## config.mk

```make
export PLATFORM = sky130hd
export DESIGN_NAME = uart_frame_tx
export DESIGN_NICKNAME = d
export VERILOG_FILES = /design/src/rtl/uart_tx_pkg.sv /design/src/rtl/uart_tx_bit_timer.sv /design/src/rtl/uart_tx_parity_gen.sv /design/src/rtl/uart_frame_tx.sv
export SDC_FILE = /design/constraint.sdc
export NUM_CORES = 1
export LEC_CHECK = 0
export ABC_AREA = 1
export BUFFER_PORTS_ARGS = -buffer_cell sky130_fd_sc_hd__buf_2
export CORE_MARGIN = 4
export CORE_UTILIZATION = 30
export DETAILED_ROUTE_END_ITERATION = 7
export MAX_ROUTING_LAYER = met4
export SETUP_SLACK_MARGIN = 0.02
export SYNTH_ARGS = -nofsm -noshare
export SYNTH_HDL_FRONTEND = slang
export SYNTH_SLANG_ARGS = --single-unit
```

## constraint.sdc

```tcl
create_clock -name clk -period 2.32 [get_ports clk]
set_clock_uncertainty 0.15 [all_clocks]
set_input_delay 0.464 -clock clk [delete_from_list [all_inputs] [get_ports clk]]
set_output_delay 0.464 -clock clk [all_outputs]
set_load 0.05 [all_outputs]
```

## src/rtl/uart_tx_pkg.sv

```systemverilog
// Shared types and helpers of the serial frame transmitter.
// Assumes at most 8 data bits, selected through a 2-bit length code.
package uart_tx_pkg;

    localparam int MAX_BITS = 8;
    localparam int MIN_BITS = 5;

    typedef enum logic [2:0] {
        ST_IDLE,
        ST_START,
        ST_DATA,
        ST_PARITY,
        ST_STOP
    } tx_state_e;

    typedef struct packed {
        logic [1:0] len;
        logic       par_en;
        logic       par_even;
        logic       par_stick;
        logic       stop_long;
    } frame_cfg_t;

    // Number of ticks in the stop period for a given setting.
    function automatic int stop_ticks(input logic [1:0] len, input logic stop_long,
                                      input int oversample);
        if (!stop_long)
            return oversample;
        else if (len == 2'b00)
            return oversample + oversample / 2;
        else
            return 2 * oversample;
    endfunction

endpackage

```

## src/rtl/uart_tx_bit_timer.sv

```systemverilog
// Tick counter for one frame phase: counts baud enables and flags the
// tick that completes a phase of 'limit' ticks. Assumes limit >= 1 and
// that limit only changes in the cycle after done or clear.
module uart_tx_bit_timer #(
    parameter int TICK_W = 6
) (
    input  logic              clk,
    input  logic              rst_n,
    input  logic              run,
    input  logic              clear,
    input  logic              tick,
    input  logic [TICK_W-1:0] limit,
    output logic              done
);

    logic [TICK_W-1:0] cnt_q;
    logic              at_end;

    assign at_end = (cnt_q == limit - TICK_W'(1));
    assign done   = run && tick && at_end;

    // Advance on every tick, wrap at the phase end, hold zero while stopped.
    always_ff @(posedge clk) begin
        if (!rst_n)
            cnt_q <= '0;
        else if (clear || !run)
            cnt_q <= '0;
        else if (tick)
            cnt_q <= at_end ? '0 : cnt_q + TICK_W'(1);
    end

    // the count never exceeds the length of the active phase
    assert_cnt_in_phase_R3: assert property (@(posedge clk) disable iff (!rst_n)
        run |-> (cnt_q < limit));

endmodule

```

## src/rtl/uart_tx_parity_gen.sv

```systemverilog
// Parity bit generator: masks the data to the selected length and forms
// even, odd or stick parity. Purely combinational; the caller decides
// whether the bit is sent at all.
module uart_tx_parity_gen
    import uart_tx_pkg::*;
#(
    parameter int DATA_W = MAX_BITS
) (
    input  logic [DATA_W-1:0] data,
    input  frame_cfg_t        cfg,
    output logic              par_bit
);

    logic [3:0]        nbits;
    logic [DATA_W-1:0] masked;
    logic              ones_odd;

    assign nbits = 4'(MIN_BITS) + {2'b00, cfg.len};

    // Keep only the bits that are part of the character.
    for (genvar i = 0; i < DATA_W; i++) begin : g_mask
        assign masked[i] = data[i] && (4'(i) < nbits);
    end

    assign ones_odd = ^masked;

    // Choose the constant bit for stick parity, else balance the count of ones.
    always_comb begin
        if (cfg.par_stick)
            par_bit = !cfg.par_even;
        else if (cfg.par_even)
            par_bit = ones_odd;
        else
            par_bit = !ones_odd;
    end

endmodule

```

## src/rtl/uart_frame_tx.sv

```systemverilog
// Serial frame transmitter top: takes one character through a
// valid/ready handshake, latches the frame settings and sends start,
// data (LSB first), optional parity and the stop period. Timing comes
// from a 16x baud enable. Break forces the pin low without touching
// the sequencing.
module uart_frame_tx
    import uart_tx_pkg::*;
#(
    parameter int OVERSAMPLE = 16
) (
    input  logic                clk,
    input  logic                rst_n,
    input  logic                baud_tick,
    input  logic                in_valid,
    output logic                in_ready,
    input  logic [MAX_BITS-1:0] in_data,
    input  logic [1:0]          cfg_len,
    input  logic                cfg_par_en,
    input  logic                cfg_par_even,
    input  logic                cfg_par_stick,
    input  logic                cfg_stop_long,
    input  logic                cfg_break,
    output logic                tx_out,
    output logic                tx_busy
);

    localparam int TICK_W = $clog2(2 * OVERSAMPLE + 1);
    localparam int IDX_W  = $clog2(MAX_BITS);

    tx_state_e           state_q;
    frame_cfg_t          cfg_in, cfg_q;
    logic [MAX_BITS-1:0] shreg_q;
    logic [IDX_W-1:0]    idx_q, last_idx;
    logic                line_q, par_q, par_new;
    logic                accept, phase_done;
    logic [TICK_W-1:0]   phase_limit;

    assign cfg_in   = '{len: cfg_len, par_en: cfg_par_en, par_even: cfg_par_even,
                        par_stick: cfg_par_stick, stop_long: cfg_stop_long};
    assign tx_busy  = (state_q != ST_IDLE);
    assign in_ready = !tx_busy;
    assign accept   = in_valid && in_ready;
    assign last_idx = IDX_W'(MIN_BITS - 1) + IDX_W'(cfg_q.len);
    assign tx_out   = cfg_break ? 1'b0 : line_q;

    // Phase length: one bit period, or the stop period chosen at load.
    assign phase_limit = (state_q == ST_STOP)
        ? TICK_W'(stop_ticks(cfg_q.len, cfg_q.stop_long, OVERSAMPLE))
        : TICK_W'(OVERSAMPLE);

    uart_tx_parity_gen #(.DATA_W(MAX_BITS)) u_parity (
        .data    (in_data),
        .cfg     (cfg_in),
        .par_bit (par_new)
    );

    uart_tx_bit_timer #(.TICK_W(TICK_W)) u_timer (
        .clk   (clk),
        .rst_n (rst_n),
        .run   (tx_busy),
        .clear (accept),
        .tick  (baud_tick),
        .limit (phase_limit),
        .done  (phase_done)
    );

    // Frame sequencer: load, then step through the phases on each phase end.
    always_ff @(posedge clk) begin
        if (!rst_n) begin
            state_q <= ST_IDLE;
            cfg_q   <= '0;
            shreg_q <= '0;
            idx_q   <= '0;
            line_q  <= 1'b1;
            par_q   <= 1'b0;
        end else if (accept) begin
            state_q <= ST_START;
            cfg_q   <= cfg_in;
            shreg_q <= in_data;
            idx_q   <= '0;
            line_q  <= 1'b0;
            par_q   <= par_new;
        end else if (phase_done) begin
            case (state_q)
                ST_START: begin
                    state_q <= ST_DATA;
                    line_q  <= shreg_q[0];
                end
                ST_DATA: begin
                    if (idx_q == last_idx) begin
                        state_q <= cfg_q.par_en ? ST_PARITY : ST_STOP;
                        line_q  <= cfg_q.par_en ? par_q : 1'b1;
                    end else begin
                        idx_q   <= idx_q + IDX_W'(1);
                        shreg_q <= shreg_q >> 1;
                        line_q  <= shreg_q[1];
                    end
                end
                ST_PARITY: begin
                    state_q <= ST_STOP;
                    line_q  <= 1'b1;
                end
                default: begin
                    state_q <= ST_IDLE;
                    line_q  <= 1'b1;
                end
            endcase
        end
    end

    // a taken character makes the block busy in the next cycle
    assert_accept_busy_R2: assert property (@(posedge clk) disable iff (!rst_n)
        in_valid && in_ready |=> tx_busy);

    // busy never starts without an offered character
    assert_busy_needs_valid_R2: assert property (@(posedge clk) disable iff (!rst_n)
        $rose(tx_busy) |-> $past(in_valid));

    // the first cycle of a frame shows the start bit
    assert_start_low_R3: assert property (@(posedge clk) disable iff (!rst_n)
        $rose(tx_busy) && !cfg_break |-> !tx_out);

    // an idle, unbroken line stays at mark
    assert_idle_mark_R1: assert property (@(posedge clk) disable iff (!rst_n)
        !tx_busy && !cfg_break |-> tx_out);

    // frame settings stay frozen while a frame runs
    assert_cfg_frozen_R10: assert property (@(posedge clk) disable iff (!rst_n)
        tx_busy && $past(tx_busy) |-> $stable(cfg_q));

    // the line value moves only on a tick or a load
    assert_line_on_tick_R11: assert property (@(posedge clk) disable iff (!rst_n)
        !$stable(line_q) |-> $past(baud_tick) || $past(accept));

endmodule

```

* Word level (Yosys, flattened, before mapping)
Cells that the tools add are included.
** Operators by class
- Equality and inequality tests :: 9
- Shifts and indexed selects :: 0
- Multiply operators :: 0
- Div/mod/pow operators :: 0
- Reduce and logical (&&, ||, !) cells :: 26
- Bitwise gates (word level) :: 2
- $lt $le $gt $ge :: 8
- $add $sub $neg :: 5
- Mux-type cells :: 21
** Operators by type and width (count)
- 2-to-1 mux 8 bit :: 4
- 2-to-1 mux 6 bit :: 4
- < comparator 3 x 4 -> 1 bit, first input constant :: 4
- logical AND 1 bit :: 11
- 2-to-1 mux 1 bit :: 9
- one-hot mux 3 bit (3 select lines) :: 1
- < comparator 1 x 4 -> 1 bit, first input constant :: 2
- < comparator 2 x 4 -> 1 bit, first input constant :: 2
- parity 8 bit :: 1
- adder 6 x 1 -> 6 bit, second input constant :: 1
- == test 3 x 2 -> 1 bit, second input constant :: 2
- == test 6 bit :: 1
- 2-to-1 mux 3 bit :: 2
- AND reduction 3 bit :: 2
- subtractor 6 x 1 -> 6 bit, second input constant :: 1
- adder 3 x 2 -> 4 bit, first input constant :: 1
- AND reduction 2 bit :: 2
- nonzero test 2 bit :: 2
- OR reduction 2 bit :: 2
- adder 3 x 1 -> 3 bit, second input constant :: 1
- adder 3 x 2 -> 3 bit, first input constant :: 1
- == test 3 x 1 -> 1 bit, second input constant :: 1
- == test 3 bit :: 1
- == test 3 bit, second input constant :: 1
- 9 further kinds :: 12
** Storage, ports and cells
- ROM bits :: 0
- Memory bits (writable) :: 0
- Input bits :: 19
- Output and inout bits :: 3
- Bits in latches :: 0
- Flip-flop bits (word level) :: 26
- Memories :: 0
- Logic and storage cells :: 81

* Longest topological paths before layout
- Word-level depth :: 9
- Gate-level depth with buffers :: 13
- Depth with buffers taken out :: 13

* Modules after synthesis
A second synthesis with hierarchy kept.
** Second synthesis, totals
- Cells, all modules :: 284
- Area, all modules :: 1785.5 um^2
** Modules (own cells, without submodules)
- uart_frame_tx :: area an instance 1112.3 um^2, times used 1, cells each 162, seq. area each 400.4 um^2
- uart_tx_bit_timer :: area an instance 496.7 um^2, times used 1, cells each 84, seq. area each 120.1 um^2
- uart_tx_parity_gen :: area an instance 176.4 um^2, times used 1, cells each 38, seq. area each 0.0 um^2

* Worst setup path after synthesis
Ideal clock, no wire load.
- Kind :: flip-flop to flip-flop
- Start point :: register state_q[0]
- End point :: register idx_q[1]
- Period minus slack after synthesis :: 2003 ps
- Slack :: 317 ps
- Library setup time :: 116 ps
- Stages on the path, launching flop included :: 13
- Arrival :: 1737 ps
- Required time :: 2054 ps
- Path buffers :: 1
- Cell sequence :: dfxtp_1 -> nor2_2 -> nand2_2 -> nor3_1 -> ha_1 -> xor2_1 -> nor2_2 -> nand3_2 -> nor2_2 -> nand2_2 -> buf_6 -> nor2_1 -> nor2_1
** Between the ends
- Longest elaborated chain between the ends :: 6
- Elaborated cells on any way between the ends :: 12
- Those cells by class :: add/sub: 1; eq/ne: 3; mux: 1; reduce/logical: 7
** Ends and longest elaborated chain
- start: declaration :: RTL line uart_frame_tx.sv:30 : tx_state_e state_q;
- start signal: assignment :: RTL line uart_frame_tx.sv:91 : state_q <= cfg_q.par_en ? ST_PARITY : ST_STOP;
- == test 3 bit :: RTL line uart_frame_tx.sv:47 : assign phase_limit = (state_q == ST_STOP)
- 2-to-1 mux 6 bit :: RTL line uart_frame_tx.sv:48 : ? TICK_W'(stop_ticks(cfg_q.len, cfg_q.stop_long, OVERSAMPLE))
- subtractor 6 x 1 -> 6 bit :: RTL line uart_tx_bit_timer.sv:19 : assign at_end = (cnt_q == limit - TICK_W'(1));
- == test 6 bit :: RTL line uart_tx_bit_timer.sv:19
- logical AND 1 bit :: RTL line uart_tx_bit_timer.sv:20 : assign done = run && tick && at_end;
- AND reduction 3 bit (no line)
- end signal: assignment :: RTL line uart_frame_tx.sv:94 : idx_q <= idx_q + IDX_W'(1);
- end: declaration :: RTL line uart_frame_tx.sv:33 : logic [IDX_W-1:0] idx_q, last_idx;
Several ways; a longest one is shown, not always the timed one.
A chain may end at the register's enable or synchronous reset.

* Worst setup path in the final report
- Start point :: register cfg_q[4] (netlist bit)
- End point :: register shreg_q[4]
** Between the ends
- Longest elaborated chain between the ends :: 9
- Elaborated cells on any way between the ends :: 12
- Those cells by class :: add/sub: 2; eq/ne: 3; mux: 3; reduce/logical: 4
** Ends and longest elaborated chain
- start: declaration :: RTL line uart_frame_tx.sv:31 : frame_cfg_t cfg_in, cfg_q;
- start signal: assignment :: RTL line uart_frame_tx.sv:78 : cfg_q <= cfg_in;
- zero test 2 bit :: RTL line uart_tx_pkg.sv:29 : else if (len == 2'b00)
- 2-to-1 mux 6 bit :: RTL line uart_tx_pkg.sv:29
- 2-to-1 mux 6 bit :: RTL line uart_tx_pkg.sv:27 : if (!stop_long)
- 2-to-1 mux 6 bit :: RTL line uart_frame_tx.sv:48
- subtractor 6 x 1 -> 6 bit :: RTL line uart_tx_bit_timer.sv:19
- == test 6 bit :: RTL line uart_tx_bit_timer.sv:19
- logical AND 1 bit :: RTL line uart_tx_bit_timer.sv:20
- nonzero test 2 bit (no line)
- AND reduction 3 bit (no line) (*)
- end signal: assignment :: RTL line uart_frame_tx.sv:79 : shreg_q <= in_data;
- end signal: assignment :: RTL line uart_frame_tx.sv:95 : shreg_q <= shreg_q >> 1;
- end: declaration :: RTL line uart_frame_tx.sv:32 : logic [MAX_BITS-1:0] shreg_q;
Mark *: on every way between the ends. The rest lies on a longest branch, timed or not.

==> metrics.md <==
| Metric | Value |
|---|---|
| First-pass GRT wire length | `5.66 mm` |
| Largest net degree at the start of global routing | `16` |
| All-Layer GR Usage | `11.4%` |
| R2R Path Start | `cfg_q[4]$_SDFFE_PN0P_` |
| H-tree depth | `1` |
| Die Width | `78.1 um` |
| Status | `completed` |
| R2R setup slack | `0.18 ns` |
| Final nets | `273` |
| # rows | `25` |
| Slowest CP cell | `dfxtp_1` |
| RSZ-0062 raised after global routing | `yes` |
| Gr ovfl total | `0` |
| Design Area, Final | `1800 um^2` |
| Skew-Pair Late Insertion Delay | `0.27 ns` |
| RePlAce Congestion | `0.797` |
| Hold slack | `0.320 ns` |
| Critical Path Sink Type | `flip-flop` |
| Area Growth Syn to Fin | `21.9%` |
| HP Class | `in -> reg` |
| Sequential-to-total area share from yosys stat | `35.3%` |
| Post-Syn Area | `1480 um^2` |
| Sequential power share | `47.6%` |
| Initial detailed-routing violation count | `51` |
| Via count | `1411` |
| Largest cells by area after synthesis | `dfxtp_1 35%, nand2_1 16%, a21oi_1 6.8%, nand3_1 6.8%, inv_1 5.6%` |
| Pint | `0.747 mW` |
| Post-synth EDFFs | `0` |
| Worst r2r path cells | `12` |
| Largest stage delay, worst path | `0.34 ns` |
| Slew HR | `68.1%` |
| Final worst path period need | `2.14 ns` |
| Number of routed nets with antenna violations | `0` |
| Setup_tns | `0 ns` |
| DR WL/cell | `10.0 um` |
| Root buf cell | `clkbuf_8` |
| Logic gate share of total power | `14.8%` |
| Vias in the first global route | `1321` |
| Maximum buffer depth of the clock tree | `2` |
| CTS clk-pin slew, worst paths | `0.09 ns` |
| Total CTS buffers | `3` |
| Most used cell along the critical path | `nor2_4` |
| Post-synthesis net count | `243` |
| Maximum VDD drop | `227 uV` |
| Warning count from the yosys run | `0` |
| HPWL Detailed | `2.53 mm` |
| Worst Setup EP | `shreg_q[4]$_SDFFE_PN0P_` |
| NetSw | `0.249 mW` |
| Clk pwr share | `37.6%` |
| RR Endpoint | `shreg_q[4]$_SDFFE_PN0P_` |
| DIE AREA | `6100 um^2` |
| Ys async rst share | `0%` |
| Crit. Startpoint | `cfg_q[4]$_SDFFE_PN0P_` |
| Final setup vio count | `0` |
| Leakage | `0.800 nW` |
| Final hold viol count | `0` |
| N_diodes | `0` |
| Drt pass-1 iters | `4` |
| Die height | `78.1 um` |
| Post-synth top area share | `35.3%` |
| Crit path cell chain | `nor2_1 > nand2_1 > nor2_4 > ha_1 > xor2_1 > nor2_2 > nand3_2 > nor2_4 > nand2_4 > buf_4 > nand3_1 > a21oi_1` |
| Syn Area/Cell | `6.67 um^2` |
| Worst EP arrival | `2.16 ns` |
| Final WL | `3.19 mm` |
| Synth area leader | `dfxtp_1` |
| Post-DP Area | `1660 um^2` |
| Worst slew pin tran | `0.477 ns` |
| Slew Viols, Final | `0` |
| Sw frac | `25.0%` |
| Top-level I/O count | `22` |
| # DRC | `0` |
| Worst EP required | `2.34 ns` |
| Pwr/cell area | `554 nW/um^2` |
| Crit Path Class | `reg -> reg` |
| CTS tree | `yes` |
| Initial Util | `31.0%` |
| Max-cap violations | `0` |
| Max Freq | `467 MHz` |
| DR vias/cell | `4.45` |
| Flops & latches, synth | `26` |
| Yosys cell types | `25` |
| Synth Flop Type | `dfxtp_1` |
| # clock sinks | `26` |
| Cells after synthesis | `221` |
| Final Cycle Share | `92.3%` |
| Startpoint Class | `flip-flop` |
| Number of I/O port buffers | `21` |
| Core area | `4750 um^2` |
| Antenna violations before repair | `0` |
| Layout cells sized above 1 | `21.2%` |
| Max FO, Critical Path | `10` |
==> routing by layer <==
metal / GRT usage (%) / part of all wire [%] / up-vias
met2: 19.7 / 47 / 26
met4: 2.10 / 0.57 / 0
li1: - / - / 774
met5: - / 0 / -
met3: 3.10 / 4.9 / 2
met1: 13.5 / 48 / 609
==> layout by cell type, fill, tap and decap left out <==
master | synthesis | routed
o21ai_0 | 13 | 13
nor3_2 | 0 | 1
nand2_4 | 0 | 2
nor2_4 | 2 | 3
nand4_1 | 2 | 2
nor3_1 | 5 | 4
clkbuf_8 | 0 | 3
o21ai_2 | 1 | 1
clkinv_1 | 1 | 1
buf_4 | 1 | 9
nor4_1 | 1 | 1
inv_1 | 22 | 22
dfxtp_2 | 0 | 1
bufinv_16 | 0 | 1
nand2_2 | 4 | 2
inv_2 | 3 | 3
nand3_1 | 20 | 20
ha_1 | 3 | 3
dfxtp_1 | 26 | 25
nand3_2 | 1 | 1
a21oi_1 | 20 | 20
nand2_1 | 61 | 61
xnor2_1 | 4 | 4
o211ai_1 | 2 | 2
xor2_1 | 6 | 6
nor2_1 | 15 | 13
nor2_2 | 4 | 5
buf_2 | 1 | 21
==> cell families after synthesis <==
family / after synthesis / synth area share [%]
flops: 26 / 35.3
buf+inv: 31 / 8.74
xor+xnor: 10 / 5.94
simple gates: 115 / 34.7
fa+ha+maj: 3 / 2.54
compound gates: 36 / 12.8
==> worst max-delay path, delay by kind of cell, from the launching register on <==
| family | cells | cell delay, ns |
|---|---|---|
| and+or+nand+nor | 8 | 0.92 |
| DFF | 1 | 0.34 |
| adders and majority gates | 1 | 0.24 |
| buffers and inverters | 1 | 0.16 |
| xor gates and xnor gates | 1 | 0.15 |
| AOI/OAI and AO/OA | 1 | 0.08 |
==> area by class of cell <==
class / count / area, um^2
multi-input cells: 164 / 851
flip-flops and latches: 26 / 522
clock buffers: 3 / 41.3
fillers: 526 / 2960
well taps: 67 / 83.8
inverters: 26 / 97.6
clock inverters: 1 / 30.0
repair buffers: 30 / 173
==> registers in the layout (all words and copies together) (netlist names) <==
register and flops:
cfg_q 4, idx_q 3, line_q 1, par_q 1
shreg_q 8, state_q 3, u_timer.cnt_q 6
==> repair_timing <==
action                     in CTS  in global routing
buffers inserted                0                  5
gates cloned                    0                  0
pin swaps                       0                  4
hold buffers                    0                  0
gates resized for setup         2                  5
setup endpoints to repair       7                 14
==> cell usage after synthesis (3+ instances only) <==
library cell / count
a21oi_1: 20
nor3_1: 5
nand2_1: 61
inv_2: 3
o21ai_0: 13
nand3_1: 20
nor2_2: 4
xnor2_1: 4
dfxtp_1: 26
nand2_2: 4
nor2_1: 15
ha_1: 3
xor2_1: 6
inv_1: 22
==> power by group through the flow <==
stage | Clock (mW) | Sequential [mW] | Combinational (mW)
4_1_cts | 0.386 | 0.474 | 0.149
3_3_place_gp | 0 | 0.484 | 0.147
2_1_floorplan | 0 | 0.481 | 0.103
6_report | 0.374 | 0.474 | 0.148
5_1_grt | 0.405 | 0.477 | 0.170
3_5_place_dp | 0 | 0.484 | 0.148
==> through the flow <==
step | setup WS [ns] | util (%) | instances | power [mW]
2_1_floorplan | 0.317 | - | 221 | 0.585
3_3_place_gp | 0.0614 | 35.0 | 308 | 0.630
3_5_place_dp | -0.00491 | 35.0 | 308 | 0.632
4_1_cts | 0.0413 | 36.7 | 312 | 1.01
5_1_grt | -0.0162 | 37.8 | 317 | 1.05
6_report | 0.180 | 37.8 | 317 | 0.996
==> worst min-delay path by stage <==
stage	startpoint	end	slack, ns	depth (start not counted)
global route	baud_tick	u_timer.cnt_q[1]$_SDFFE_PP0P_	0.32	3
CTS	baud_tick	u_timer.cnt_q[1]$_SDFFE_PP0P_	0.31	3
detailed placement	shreg_q[2]$_SDFFE_PN0P_	shreg_q[2]$_SDFFE_PN0P_	0.33	2
floorplan	cfg_q[0]$_SDFFE_PN0P_	cfg_q[0]$_SDFFE_PN0P_	0.30	2
global placement	cfg_q[0]$_SDFFE_PN0P_	cfg_q[0]$_SDFFE_PN0P_	0.32	2
finish	baud_tick	u_timer.cnt_q[1]$_SDFFE_PP0P_	0.32	3
Power figures use the tool's default switching activity.
